File: src/rtl/flash_bank_pkg.sv
package flash_bank_pkg;
  localparam int BANK_BIT = 0;
  localparam int RDY_BIT  = 1;
  localparam int DPS_BIT  = 2;

  typedef struct packed {
    logic dps;
    logic bank;
  } ctl_t;
endpackage

File: src/rtl/mcon_reg.sv
module mcon_reg
  import flash_bank_pkg::*;
#(
  parameter logic [7:0] SFR_ADDR = 8'h96
) (
  input  logic       clk_i,
  input  logic       rst_ni,
  input  logic [7:0] sfr_addr_i,
  input  logic       sfr_wr_i,
  input  logic [7:0] sfr_wdata_i,
  input  logic       rdy_i,
  output ctl_t       ctl_o,
  output logic [7:0] sfr_rdata_o
);
  ctl_t ctl_q;
  logic hit;
  logic unused_wbits;

  assign hit = (sfr_addr_i == SFR_ADDR);
  assign unused_wbits = ^{sfr_wdata_i[7:3], sfr_wdata_i[RDY_BIT]};

  always_ff @(posedge clk_i or negedge rst_ni) begin
    if (!rst_ni) begin
      ctl_q <= '0;
    end else if (sfr_wr_i && hit) begin
      ctl_q.bank <= sfr_wdata_i[BANK_BIT];
      ctl_q.dps  <= sfr_wdata_i[DPS_BIT];
    end
  end

  always_comb begin
    sfr_rdata_o = '0;
    if (hit) begin
      sfr_rdata_o[BANK_BIT] = ctl_q.bank;
      sfr_rdata_o[RDY_BIT]  = rdy_i;
      sfr_rdata_o[DPS_BIT]  = ctl_q.dps;
    end
  end

  assign ctl_o = ctl_q;
endmodule

File: src/rtl/prog_timer.sv
module prog_timer #(
  parameter int PROG_CYCLES = 40
) (
  input  logic clk_i,
  input  logic rst_ni,
  input  logic start_i,
  output logic rdy_o
);
  localparam int CNT_W = $clog2(PROG_CYCLES + 1);
  localparam logic [CNT_W-1:0] LOAD = CNT_W'(PROG_CYCLES);

  logic [CNT_W-1:0] cnt_q;

  // cnt_q holds the busy cycles still to come; zero means ready
  always_ff @(posedge clk_i or negedge rst_ni) begin
    if (!rst_ni) begin
      cnt_q <= '0;
    end else if (start_i && cnt_q == '0) begin
      cnt_q <= LOAD;
    end else if (cnt_q != '0) begin
      cnt_q <= cnt_q - 1'b1;
    end
  end

  assign rdy_o = (cnt_q == '0);
endmodule

File: src/rtl/xdata_router.sv
module xdata_router #(
  parameter int ADDR_W = 16,
  parameter int DATA_W = 8
) (
  input  logic              bank_i,
  input  logic              rdy_i,
  input  logic [ADDR_W-1:0] xd_addr_i,
  input  logic              xd_rd_i,
  input  logic              xd_wr_i,
  input  logic [DATA_W-1:0] xd_wdata_i,
  output logic [DATA_W-1:0] xd_rdata_o,
  output logic [ADDR_W:0]   fl_addr_o,
  output logic              fl_rd_o,
  output logic              fl_wr_o,
  output logic [DATA_W-1:0] fl_wdata_o,
  input  logic [DATA_W-1:0] fl_rdata_i,
  output logic              drop_o
);
  assign fl_addr_o  = {bank_i, xd_addr_i};
  assign fl_rd_o    = xd_rd_i;
  assign xd_rdata_o = fl_rdata_i;
  assign fl_wdata_o = xd_wdata_i;
  assign fl_wr_o    = xd_wr_i & rdy_i;
  assign drop_o     = xd_wr_i & ~rdy_i;
endmodule

File: src/rtl/flash_bank_ctrl.sv
module flash_bank_ctrl
  import flash_bank_pkg::*;
#(
  parameter logic [7:0] SFR_ADDR    = 8'h96,
  parameter int         PROG_CYCLES = 40,
  parameter int         ADDR_W      = 16,
  parameter int         DATA_W      = 8
) (
  input  logic              clk_i,
  input  logic              rst_ni,
  input  logic [7:0]        sfr_addr_i,
  input  logic              sfr_wr_i,
  input  logic [7:0]        sfr_wdata_i,
  output logic [7:0]        sfr_rdata_o,
  output logic              dps_o,
  input  logic [ADDR_W-1:0] xd_addr_i,
  input  logic              xd_rd_i,
  input  logic              xd_wr_i,
  input  logic [DATA_W-1:0] xd_wdata_i,
  output logic [DATA_W-1:0] xd_rdata_o,
  output logic [ADDR_W:0]   fl_addr_o,
  output logic              fl_rd_o,
  output logic              fl_wr_o,
  output logic [DATA_W-1:0] fl_wdata_o,
  input  logic [DATA_W-1:0] fl_rdata_i,
  output logic              err_o
);
  ctl_t ctl;
  logic rdy;
  logic bank_q;
  logic drop;
  logic err_q;

  mcon_reg #(.SFR_ADDR(SFR_ADDR)) u_reg (
    .clk_i       (clk_i),
    .rst_ni      (rst_ni),
    .sfr_addr_i  (sfr_addr_i),
    .sfr_wr_i    (sfr_wr_i),
    .sfr_wdata_i (sfr_wdata_i),
    .rdy_i       (rdy),
    .ctl_o       (ctl),
    .sfr_rdata_o (sfr_rdata_o)
  );

  prog_timer #(.PROG_CYCLES(PROG_CYCLES)) u_timer (
    .clk_i   (clk_i),
    .rst_ni  (rst_ni),
    .start_i (fl_wr_o),
    .rdy_o   (rdy)
  );

  xdata_router #(.ADDR_W(ADDR_W), .DATA_W(DATA_W)) u_route (
    .bank_i     (bank_q),
    .rdy_i      (rdy),
    .xd_addr_i  (xd_addr_i),
    .xd_rd_i    (xd_rd_i),
    .xd_wr_i    (xd_wr_i),
    .xd_wdata_i (xd_wdata_i),
    .xd_rdata_o (xd_rdata_o),
    .fl_addr_o  (fl_addr_o),
    .fl_rd_o    (fl_rd_o),
    .fl_wr_o    (fl_wr_o),
    .fl_wdata_o (fl_wdata_o),
    .fl_rdata_i (fl_rdata_i),
    .drop_o     (drop)
  );

  assign bank_q = ctl.bank;
  assign dps_o  = ctl.dps;

  always_ff @(posedge clk_i or negedge rst_ni) begin
    if (!rst_ni)   err_q <= 1'b0;
    else if (drop) err_q <= 1'b1;
  end

  assign err_o = err_q;
endmodule

File: config.mk
export PLATFORM = sky130hd
export DESIGN_NAME = flash_bank_ctrl
export DESIGN_NICKNAME = d
export VERILOG_FILES = /design/src/rtl/flash_bank_pkg.sv /design/src/rtl/mcon_reg.sv /design/src/rtl/prog_timer.sv /design/src/rtl/xdata_router.sv /design/src/rtl/flash_bank_ctrl.sv
export SDC_FILE = /design/constraint.sdc
export NUM_CORES = 1
export LEC_CHECK = 0
export ABC_AREA = 1
export CAP_MARGIN = 20
export CELL_PAD_IN_SITES_DETAIL_PLACEMENT = 1
export CELL_PAD_IN_SITES_GLOBAL_PLACEMENT = 2
export CORE_UTILIZATION = 27
export CTS_CLUSTER_SIZE = 40
export DETAILED_ROUTE_END_ITERATION = 7
export DONT_BUFFER_PORTS = 1
export GPL_TIMING_DRIVEN = 0
export PLACE_DENSITY_LB_ADDON = 0.1
export SLEW_MARGIN = 15
export SYNTH_ARGS = -nofsm -noshare
export SYNTH_HDL_FRONTEND = slang
export SYNTH_SLANG_ARGS = --single-unit
export TNS_END_PERCENT = 5
File: constraint.sdc
create_clock -name clk_i -period 1.4 [get_ports clk_i]
set_input_delay 0.07 -clock clk_i [delete_from_list [all_inputs] [get_ports clk_i]]
set_output_delay 0.07 -clock clk_i [all_outputs]
set_load 0.02 [all_outputs]
==> flow_summary_export.csv <==
group,metric,value,unit
route,remaining_drc_errors,4,
timing,layout_setup_ws,0.0793,ns
yosys,ys.warnings.count,0,
route,ant_nets,0,
route,vias,692,
cts,cts_buffer_depth,2,
pwr,total_power,1.39,mW
die,dieWidth,58.0,microns
die,initial_core_util,0.297,
yosys,ys_seq_area_frac,0.266,
grt,antenna_found_initial,0,
yosys,synth_most_common_cell,"buf_4",
worst_setup_path,crit_arrival,1.25,ns
worst_setup_path,timing.rr.start,"u_timer.cnt_q[0]",
grt,grt_pass1_wl,2790,microns
timing,rsz0062_at_grt,"false",
yosys,syn_inst,110,
worst_setup_path,crit_type,"reg2out",
worst_setup_path,worstPathMaxFanout,5,
timing,final.period_utilization,0.943,
worst_setup_path,startpoint_type,"flip-flop",
pwr,power_density,1360,nW/um^2
finish,n_antenna_cell,0,
cts,clk_pin_slew_worst_paths,0.06,ns
yosys,netlist_area,847,sq um
pwr,leakagePower,0.536,nW
yosys,synth_top_family_by_area,"buffers and inverters",
yosys,async_reset_ff_frac,1.00,
grt,grt_pass1_vias,666,
yosys,synth_seq_cells,9,
finish,drive_gt1_frac,0.448,
yosys,synth_edf_count,0,
place,hpwl,1440,microns
route,drt_first_pass_iters,6,
worst_setup_path,endpoint_kind,"output pin",
timing,fmax,757,MHz
yosys,synth_compound_area_frac,0.0340,
timing,finalHoldViolations,0,
worst_hold_path,hold_path.class,"in2reg",
route,routed_wl,1780,microns
worst_setup_path,cp.required,1.33,ns
die,ios,98,
grt,grt_max_degree,10,
timing,setup-violations-final,0,
finish,synthToLayoutAreaGrowth,20.1,%
timing,min_period,1.32,ns
yosys,synthSimpleGateAreaFrac,0.248,
yosys,synthXorXnorAreaFrac,0.0103,
route,wl_per_cell,11.4,microns
die,dieArea,3370,sq um
flow_run,maxCapViolations,0,
route,drt_iter0_drc,13,
worst_setup_path,critPathLaunch,"u_timer.cnt_q[3]",
place,place_area,901,sq um
timing,skew,0.00102,ns
yosys,synthMuxAreaShare,0,
cts,numCtsBuffers,3,
finish,final_area,1020,sq um
yosys,ys_types,21,
yosys,synth_top_area_frac,0.346,
grt,grt_usage,0.111,
cts,h-tree-depth,1,
pwr,peakVddDrop,307,uV
yosys,syn_area_per_cell,7.70,sq um
yosys,yosys_most_used_dff,"dfrtp_1",
place,pre_cts_slack,-0.0953,ns
die,die_h,58.0,microns
route,avgViaCountPerCell,4.44,
cts,clkSinkCount,9,
yosys,synth_area_leader_cell,"buf_4",
cts,root_buffer,"clkbuf_4",
yosys,synthAdderAreaFrac,0.0295,
cts,clock_latency,0.26,ns
place,place_congestion,0.748,
die,core_area,2850,sq um
finish,nNetsFinal,181,
outcome,outcome,"finished, violations left",
place,port-buffer-count,0,
yosys,synthTopCellsByArea,"buf_4 35%, dfrtp_1 27%, nand2_1 7.5%",
worst_hold_path,hold_start,"sfr_wr_i",
cts,tritoncts,"built",
yosys,yosys-top-cells-count,"39 x buf_4, 17 x nand2_1, 14 x inv_1",
timing,slew_violations,0,
grt,overflow,0,
outcome,violations,"design-rule violations",
die,rows,19,
-- cell usage in the layout, fill, tap and decap left out --
master | netlist | final
dfrtp_1 | 9 | 9
nand4_4 | 1 | 1
nand3b_1 | 1 | 1
nand3_1 | 3 | 3
buf_4 | 39 | 41
xor2_1 | 1 | 1
o22ai_1 | 1 | 1
nor2_2 | 2 | 1
o21bai_1 | 1 | 1
ha_1 | 2 | 1
nand2_2 | 2 | 2
nor2_4 | 2 | 4
nand4_1 | 3 | 3
nor2_1 | 7 | 6
inv_2 | 0 | 2
o21ai_0 | 1 | 1
conb_1 | 1 | 5
inv_1 | 14 | 12
dlygate4sd3_1 | 0 | 5
nand2_1 | 17 | 17
o21ai_1 | 1 | 1
a21oi_1 | 1 | 1
clkbuf_1 | 0 | 1
clkbuf_4 | 0 | 3
nor3_2 | 1 | 1
ha_4 | 0 | 1
-- metrics by stage --
stage	hold WS (ns)	util	std cells	TNS [ns]
finish	0.0417	0.357	156	0
global route	0.0517	0.357	156	0
CTS	0.0211	0.357	156	0
detailed placement	-0.225	0.316	145	-0.105
global placement	-0.225	0.316	145	-0.0649
floorplan	-0.226	-	114	0
-- sequential cells by signal, summed over array words and instances (netlist names) --
| signal | cells |
|---|---|
| err_o | 1 |
| u_timer.cnt_q | 6 |
| u_reg.ctl_o | 2 |
-- metal layers --
layer  GRT usage  up-vias  wire, microns
met5           0        -              0
met2       0.205       55            978
met1       0.113      308            596
met4      0.0816        0             44
met3      0.0134        4            161
li1            -      325              -
-- worst max-delay path, cell delays in order, from the launching register on --
cell	delay (ns)
dfrtp_1	0.43
nor2_4	0.18
nand4_4	0.18
nor2_4	0.20
-- area by class of cell --
type,instances,area [sq um]
sequential,9,225
multi-input combinational,52,317
tap,31,38.8
buffer,39,293
inverter,14,52.6
fill,365,1840
timing repair buffer,7,65.1
clock buffer,4,26.3
-- cell families (layout without fill, tap and decap cells) --
kind of cell               Yosys count  count (layout)
buffers and inverters               53              64
AOI/OAI and AO/OA                    5               5
and+or+nand+nor                     39              39
adders and majority gates            2               2
other                                1               5
xor gates and xnor gates             1               1
DFF                                  9               9
-- path summary, 6_finish.rpt --
path                                         end  slack, ns  depth (start not counted)
worst max-delay path                     fl_wr_o       0.08                          3
worst min-delay path              u_reg.ctl_o[0]       0.04                          3
worst max register to register  u_timer.cnt_q[4]       0.16                          6
worst min register to register    u_reg.ctl_o[0]       0.52                          2
max in group asynchronous         u_reg.ctl_o[0]       0.92                          1
min in group asynchronous       u_timer.cnt_q[5]       0.18                          1
-- power by group --
group | internal [mW] | switching (mW) | leakage, nW
registers | 0.358 | 0.0823 | 0.107
logic | 0.300 | 0.443 | 0.414
clock network | 0.110 | 0.0932 | 0.0150
-- what timing repair did --
action,4_1_cts,5_1_grt
pin swaps,3,2
gates resized for setup,6,1
buffers inserted,2,0
setup endpoints to repair,3,2
hold buffers,5,0
hold endpoints to repair,11,0
Power figures use the tool's default switching activity.
